## src/rtl/btm_pkg.sv

```systemverilog
package btm_pkg;
    localparam int REG_DW = 8;

    typedef enum logic [1:0] {
        ADDR_LIM_LO = 2'd0,
        ADDR_LIM_HI = 2'd1,
        ADDR_CTRL   = 2'd2,
        ADDR_STAT   = 2'd3
    } reg_addr_e;

    // bit 0 = rate select, bit 1 = stuck-SDA interrupt enable
    typedef struct packed {
        logic stuck_ie;
        logic fast;
    } ctrl_t;

    // bit 0 = low timeout, bit 1 = bus free, bit 2 = stuck SDA
    typedef struct packed {
        logic stuck;
        logic idle;
        logic low;
    } stat_t;
endpackage

```

## src/rtl/btm_sync.sv

```systemverilog
module btm_sync #(
    parameter int STAGES = 2,
    parameter int W      = 2
) (
    input  logic         clk,
    input  logic         rst_n,
    input  logic [W-1:0] d,
    output logic [W-1:0] q
);
    logic [W-1:0] st_q [STAGES];
    logic [W-1:0] st_d [STAGES];

    for (genvar i = 0; i < STAGES; i++) begin : g_stage
        if (i == 0) begin : g_first
            assign st_d[i] = d;
        end else begin : g_rest
            assign st_d[i] = st_q[i-1];
        end
        always_ff @(posedge clk or negedge rst_n) begin
            if (!rst_n) st_q[i] <= '0;
            else        st_q[i] <= st_d[i];
        end
    end

    assign q = st_q[STAGES-1];
endmodule

```

## src/rtl/btm_prescaler.sv

```systemverilog
module btm_prescaler #(
    parameter int DIV = 64
) (
    input  logic clk,
    input  logic rst_n,
    input  logic fast,
    output logic tick
);
    localparam int CW = (DIV > 1) ? $clog2(DIV) : 1;
    localparam logic [CW-1:0] LAST = CW'(DIV - 1);

    logic [CW-1:0] cnt_q, cnt_d;

    always_comb begin
        cnt_d = (cnt_q == LAST) ? '0 : cnt_q + 1'b1;
        tick  = fast | (cnt_q == LAST);
    end

    always_ff @(posedge clk or negedge rst_n) begin
        if (!rst_n) cnt_q <= '0;
        else        cnt_q <= cnt_d;
    end
endmodule

```

## src/rtl/btm_run_counter.sv

```systemverilog
module btm_run_counter #(
    parameter int W = 16
) (
    input  logic         clk,
    input  logic         rst_n,
    input  logic         en,
    input  logic         tick,
    input  logic [W-1:0] thr,
    output logic         hit
);
    logic [W:0] cnt_q, cnt_d;
    logic [W:0] thr_x;

    always_comb begin
        thr_x = {1'b0, thr};
        hit   = en && tick && (cnt_q == thr_x);
        if (!en)                          cnt_d = '0;
        else if (tick && cnt_q <= thr_x)  cnt_d = cnt_q + 1'b1;
        else                              cnt_d = cnt_q;
    end

    always_ff @(posedge clk or negedge rst_n) begin
        if (!rst_n) cnt_q <= '0;
        else        cnt_q <= cnt_d;
    end
endmodule

```

## src/rtl/bus_timeout_monitor.sv

```systemverilog
module bus_timeout_monitor
    import btm_pkg::*;
#(
    parameter int PRESC_DIV   = 64,
    parameter int HI_SHIFT    = 9,
    parameter int SYNC_STAGES = 2
) (
    input  logic              clk,
    input  logic              rst_n,
    input  logic              scl_i,
    input  logic              sda_i,
    input  logic              reg_wr,
    input  logic [1:0]        reg_addr,
    input  logic [REG_DW-1:0] reg_wdata,
    output logic [REG_DW-1:0] reg_rdata,
    output logic              irq_o
);
    localparam int LIM_W = 2 * REG_DW;
    localparam int HI_W  = LIM_W - HI_SHIFT;

    typedef struct packed {
        logic [LIM_W-1:0] limit;
        ctrl_t            ctrl;
        stat_t            stat;
    } regs_t;

    regs_t r_q, r_d;

    logic scl_s, sda_s, tick;
    logic limit_on, low_en, idle_en, stuck_en;
    logic low_hit, idle_hit, stuck_hit;
    logic wr_stat;
    logic [HI_W-1:0] hi_thr;

    btm_sync #(.STAGES(SYNC_STAGES), .W(2)) u_sync (
        .clk(clk), .rst_n(rst_n), .d({scl_i, sda_i}), .q({scl_s, sda_s})
    );

    btm_prescaler #(.DIV(PRESC_DIV)) u_presc (
        .clk(clk), .rst_n(rst_n), .fast(r_q.ctrl.fast), .tick(tick)
    );

    assign limit_on = |r_q.limit;
    assign hi_thr   = r_q.limit[LIM_W-1:HI_SHIFT];
    assign low_en   = limit_on & ~scl_s;
    assign idle_en  = limit_on & scl_s & sda_s;
    assign stuck_en = limit_on & scl_s & ~sda_s;

    btm_run_counter #(.W(LIM_W)) u_low_cnt (
        .clk(clk), .rst_n(rst_n), .en(low_en), .tick(tick),
        .thr(r_q.limit), .hit(low_hit)
    );

    btm_run_counter #(.W(HI_W)) u_idle_cnt (
        .clk(clk), .rst_n(rst_n), .en(idle_en), .tick(tick),
        .thr(hi_thr), .hit(idle_hit)
    );

    btm_run_counter #(.W(HI_W)) u_stuck_cnt (
        .clk(clk), .rst_n(rst_n), .en(stuck_en), .tick(tick),
        .thr(hi_thr), .hit(stuck_hit)
    );

    always_comb begin
        r_d     = r_q;
        wr_stat = reg_wr && (reg_addr == ADDR_STAT);
        if (reg_wr) begin
            case (reg_addr_e'(reg_addr))
                ADDR_LIM_LO: r_d.limit[REG_DW-1:0]     = reg_wdata;
                ADDR_LIM_HI: r_d.limit[LIM_W-1:REG_DW] = reg_wdata;
                ADDR_CTRL:   r_d.ctrl                  = ctrl_t'(reg_wdata[1:0]);
                default: ;
            endcase
        end
        // write-one-to-clear, set has priority
        r_d.stat.low   = (r_q.stat.low   & ~(wr_stat & reg_wdata[0])) | low_hit;
        r_d.stat.stuck = (r_q.stat.stuck & ~(wr_stat & reg_wdata[2])) | stuck_hit;
        // self-clearing: holds only while both lines stay high
        r_d.stat.idle  = (r_q.stat.idle | idle_hit) & idle_en;
    end

    always_ff @(posedge clk or negedge rst_n) begin
        if (!rst_n) r_q <= '0;
        else        r_q <= r_d;
    end

    always_comb begin
        case (reg_addr_e'(reg_addr))
            ADDR_LIM_LO: reg_rdata = r_q.limit[REG_DW-1:0];
            ADDR_LIM_HI: reg_rdata = r_q.limit[LIM_W-1:REG_DW];
            ADDR_CTRL:   reg_rdata = {{(REG_DW-2){1'b0}}, r_q.ctrl};
            default:     reg_rdata = {{(REG_DW-3){1'b0}}, r_q.stat};
        endcase
    end

    assign irq_o = r_q.stat.stuck & r_q.ctrl.stuck_ie;
endmodule

```

## config.mk

```make
export PLATFORM = sky130hd
export DESIGN_NAME = bus_timeout_monitor
export DESIGN_NICKNAME = d
export VERILOG_FILES = /design/src/rtl/btm_pkg.sv /design/src/rtl/btm_sync.sv /design/src/rtl/btm_prescaler.sv /design/src/rtl/btm_run_counter.sv /design/src/rtl/bus_timeout_monitor.sv
export SDC_FILE = /design/constraint.sdc
export NUM_CORES = 1
export LEC_CHECK = 0
export ABC_AREA = 1
export BUFFER_PORTS_ARGS = -buffer_cell sky130_fd_sc_hd__buf_4
export CORE_ASPECT_RATIO = 1.25
export CORE_MARGIN = 4
export CORE_UTILIZATION = 62
export CTS_CLUSTER_SIZE = 16
export DETAILED_ROUTE_END_ITERATION = 10
export MAX_ROUTING_LAYER = met4
export PLACE_DENSITY = 0.81
export SLEW_MARGIN = 20
export SYNTH_ARGS = -nofsm -noshare
export SYNTH_HDL_FRONTEND = slang
export SYNTH_SLANG_ARGS = --single-unit
```

## constraint.sdc

```tcl
create_clock -name clk -period 2.5 [get_ports clk]
set_input_delay 0.75 -clock clk [delete_from_list [all_inputs] [get_ports clk]]
set_output_delay 0.75 -clock clk [all_outputs]
set_load 0.02 [all_outputs]
```

## Word level (Yosys, flattened, before mapping)

Index checks and enable logic that the tools add are counted.

- Register bits: 64
- Logic and storage cells: 71
- Bits of input ports: 15
- Output and inout port bits: 9

- Add/sub/neg operators: 4
- $lt $le $gt $ge: 3
- Reductions and logical operators: 15
- Bitwise logic cells: 18
- Multiplexer cells: 8
- Equality and inequality tests: 10

Operators with widths:

| operator | number |
|---|---|
| $mux W17 | 2 |
| $mux W8 | 4 |
| $pmux W8 S3 | 1 |
| $add A17 B1 Y17 const B | 1 |
| $eq A17 B16 Y1 | 1 |
| $le A17 B16 Y1 | 1 |
| $add A8 B1 Y8 const B | 2 |
| $eq A8 B7 Y1 | 2 |
| $le A8 B7 Y1 | 2 |
| $reduce_or A16 Y1 | 1 |
| $and A1 B1 Y1 | 10 |
| $logic_and A1 B1 Y1 | 10 |
| $add A6 B1 Y6 const B | 1 |
| $eq A6 B6 Y1 const B | 1 |
| $mux W6 | 1 |
| $reduce_and A2 Y1 | 3 |
| $eq A2 B2 Y1 const B | 2 |
| $ne A2 B2 Y1 const B | 2 |
| $not A1 Y1 | 4 |
| $or A1 B1 Y1 | 4 |
| $eq A2 B1 Y1 const B | 1 |
| $logic_not A2 Y1 | 1 |
| $ne A2 B1 Y1 const B | 1 |

## Logic depth before layout (Yosys ltp)

- Word-level depth: 7
- Depth in mapped cells: 15
- Depth with buffers taken out: 14

## By module

A second synthesis with hierarchy kept.

- Cells, all modules: 575
- Area, all modules: 4,573.1 um^2

Modules (own cells, without submodules):

| module | times used | sequential area each (um^2) | cells each | area an instance (um^2) |
|---|---|---|---|---|
| btm_run_counter at u_low_cnt | 1 | 425.4 | 239 | 1,730.4 |
| btm_run_counter at u_idle_cnt ... | 2 | 200.2 | 88 | 684.4 |
| bus_timeout_monitor | 1 | 525.5 | 126 | 1,101.1 |
| btm_prescaler | 1 | 150.1 | 30 | 272.8 |
| btm_sync | 1 | 100.1 | 4 | 100.1 |

## Worst setup path before layout

No wires, ideal clock.

- Path type: input -> output
- Start point: input port reg_addr[0]
- End point: output port reg_rdata[2]
- Slack: 265 ps
- Arrival: 1,485 ps
- Buffers on the path: 0
- Cell stages on the path: 4
- Required time: 1,750 ps
- Cells stage by stage: inv_1 nor2_1 inv_1 o221ai_1

- Word-level cells in the longest chain between the ends: 2
- Elaborated cells on any way between the ends: 4
- Classes of those cells: eq/ne (2); mux (1); reduce/logical (1)

RTL lines:

| item | RTL line | RTL |
|---|---|---|
| start, declared | bus_timeout_monitor.sv:13 | `input logic [1:0] reg_addr,` |
| $eq A2 B2 Y1, or another cell as far along | bus_timeout_monitor.sv:88 | `case (reg_addr_e'(reg_addr))` |
| $pmux W8 S3 (*) | bus_timeout_monitor.sv:88 |  |
| end, declared | bus_timeout_monitor.sv:15 | `output logic [REG_DW-1:0] reg_rdata,` |

Every way passes the cells marked *; elsewhere a longest branch is shown, timed or not.

## Final worst setup path

Same ends and word-level chain as after synthesis.

==> results.md <==
- Status: finished, final reports clean
- Vias per inst: 5.65
- Core Rows: 33
- Worst clock skew: 17.1 ps
- Pint: roughly 0.0018 W
- Worst VDD drop: about 0.53 mV
- Yosys warns: 0
- Hpwl dp: 6940 µm
- Routed wire length: between 9000 and 10,000 µm
- Number of nets in the layout: 619
- Hold Buf Count CTS: 0
- Initial Utilization: 0.635
- Seq/Total Area, Yosys: 0.384
- Fin cells: 662
- Initial antenna violation count: 0
- Postcts setup bufs: 0
- Post-Syn Instances: about 540
- TritonCTS clock tree: built
- Synth Flop Type: dfrtp_1
- Yosys top cell area share: 0.384
- Slew headroom: 0.387
- Syn Area/Cell: 7.66 µm²
- Critical Path RT: 1750 ps
- Least-Margin Pin Slew: ~900 ps
- Worst-Skew Late Latency: 350 ps
- IO Port Bufs: 23
- ANT cells: 0
- Clock-pin slew on the worst setup and hold paths: 70 ps
- Switch Pwr: a little over 0.0008 W
- Hold Crit Class: reg -> reg
- Fraction of layout cells with a size suffix above 1: 0.101
- R2R cell count: 14
- Gr ovfl total: 0
- Pre-antenna DRT Iters: 5
- Multi-input logic area: approximately 2200 µm²
- Most frequent cells after synthesis: 136 x nand2_1, 69 x inv_1, 64 x dfrtp_1
- CP arrival: 1650 ps
- Via count: 3,741
- Tcrit/Tclk final: 0.960
- Comb pwr share: 0.205
- Startpoint Class: primary input
- Post-route antenna net violation count: 0
- Unrepaired setup endpoints after global routing: no
- Max_cap viols: 0
- Max Slew Vio Count: 0
- Synth unique cells: 35
- Final design utilization: 0.703
- Post-Syn Nets: 593
- Largest cells by area after synthesis: dfrtp_1 38%, nand2_1 12%, ha_1 10%
- Core Area: about 6600 µm²
- Area Overhead vs Synth: 10.7%
- Drt initial violations: around 170
- Die span in x: 81.3 µm
- Leak: 2.44 nW
- Clock root buffer master: clkbuf_8
- Final Instance Area: 4610 µm²
- Sequential share of power: 0.443
- Number of buffers created by CTS: 9
- Fmax: between 400 and 500 MHz
- PD cells: 566 nW/µm²
- Tot GR Track Use: 0.267
- Synth Cell Area: 4170 µm²
- Worst Path Max Fanout: 6
- # fillers: 508
- Total die area: 8110 µm²
- Largest area contributor in the netlist: dfrtp_1
- Placed cell area: 4410 µm²
- Clock tree buffer depth: 2
- Worst hold stages: 0
- First-pass GRT wire length: 16,200 µm
- Reg area: 1600 µm²
- Fin. Hold Viols: 0
- H-tree Lvls: 3
- Hold_ws: 355 ps
- CP Class: in -> out
- Synthesized flop and latch total: 64
- Largest net degree at the start of global routing: 65
- Sink Count: 64
- Vias in the first global route: 3,645
- Most frequent cell after synthesis: nand2_1
- Final min period: 2400 ps
- Wire length per cell: 14.4 µm
- Final Setup Violations: 0
- Switching Fraction: 0.314
- Placed Cells: 646
- # IOs: 24
- GPL Wtd Cong: 0.940
- Post-synth ARST share: 1.00
- Clock share of power: 0.352
- CP Capture Type: primary output
- Die height: 99.7 µm
- Number of gates resized after CTS: 0
- Number of synthesized flops with an enable pin: 0
- DRC viols: 0
- Post-Route Setup TNS: 0 ps
[cell usage in the layout (no fill, tap or decap), types with 6 or more instances in the layout]
master / count
nand2_1: 136
inv_1: 69
xnor2_1: 9
buf_4: 25
o22ai_1: 6
dfrtp_1: 64
clkbuf_8: 11
a21oi_1: 9
o21ai_0: 24
nand3_1: 53
ha_1: 34
nand4_1: 26
nor3_1: 6
nor2_1: 50
xor2_1: 14
[power groups by stage]
stage | Sequential [W] | Clock, W | Combinational (W)
after detailed placement | 0.00117 | 0 | 0.000532
after global placement | 0.00117 | 0 | 0.000514
after CTS | 0.00115 | 0.000932 | 0.000537
after floorplan | 0.00116 | 0 | 0.000368
final | 0.00116 | 0.000919 | 0.000536
after global routing | 0.00116 | 0.000974 | 0.000604
[cell families after synthesis]
family,Yosys count,synth area share
and+or+nand+nor,290,0.317
xor gates and xnor gates,23,0.0483
buffers and inverters,83,0.0796
DFF,64,0.384
adders and majority gates,34,0.102
AOI/OAI and AO/OA,50,0.0691
[state kept, by name (all words and copies together), names as in the netlist]
name / flops
u_low_cnt.cnt_q: 17
hi_thr: 7
u_sync.st_d: 2
r_q: 14
u_presc.cnt_q: 6
u_stuck_cnt.cnt_q: 8
u_sync.q: 2
u_idle_cnt.cnt_q: 8
[layout make-up]
type	instances	area share
clock buffer	12	0.0336
inverter	73	0.0594
sequential	64	0.347
timing repair buffer	25	0.0407
clock inverter	4	0.0114
tap	87	0.0236
multi-input combinational	397	0.484
[layer usage]
metal | global-route usage | routed length, µm
met1 | 0.309 | 4080
met2 | 0.442 | 4830
met3 | 0.0607 | 402
met4 | 0.109 | 242
met5 | - | 0
[worst max-delay path, stage by stage]
cell,delay [ps]
buf_4,90
inv_1,60
nor2_1,220
inv_1,160
o221ai_1,190
buf_4,180
[path summary, 6_finish.rpt]
path                                     start                    to  slack, ps
worst max-delay path               reg_addr[0]          reg_rdata[2]        100
worst max register to register       hi_thr[3]   u_low_cnt.cnt_q[13]        360
max in group asynchronous                rst_n  u_stuck_cnt.cnt_q[5]       1470
worst min-delay path            u_sync.st_d[0]           u_sync.q[0]        350
min in group asynchronous                rst_n    u_low_cnt.cnt_q[4]        480
worst min register to register  u_sync.st_d[0]           u_sync.q[0]        350
[metrics by stage]
stage,setup WS (ps),power (W)
global placement,192,0.00168
global route,27.5,0.00274
detailed placement,125,0.00170
CTS,137,0.00262
floorplan,265,0.00152
finish,98.9,0.00261
Power figures use the tool's default switching activity.
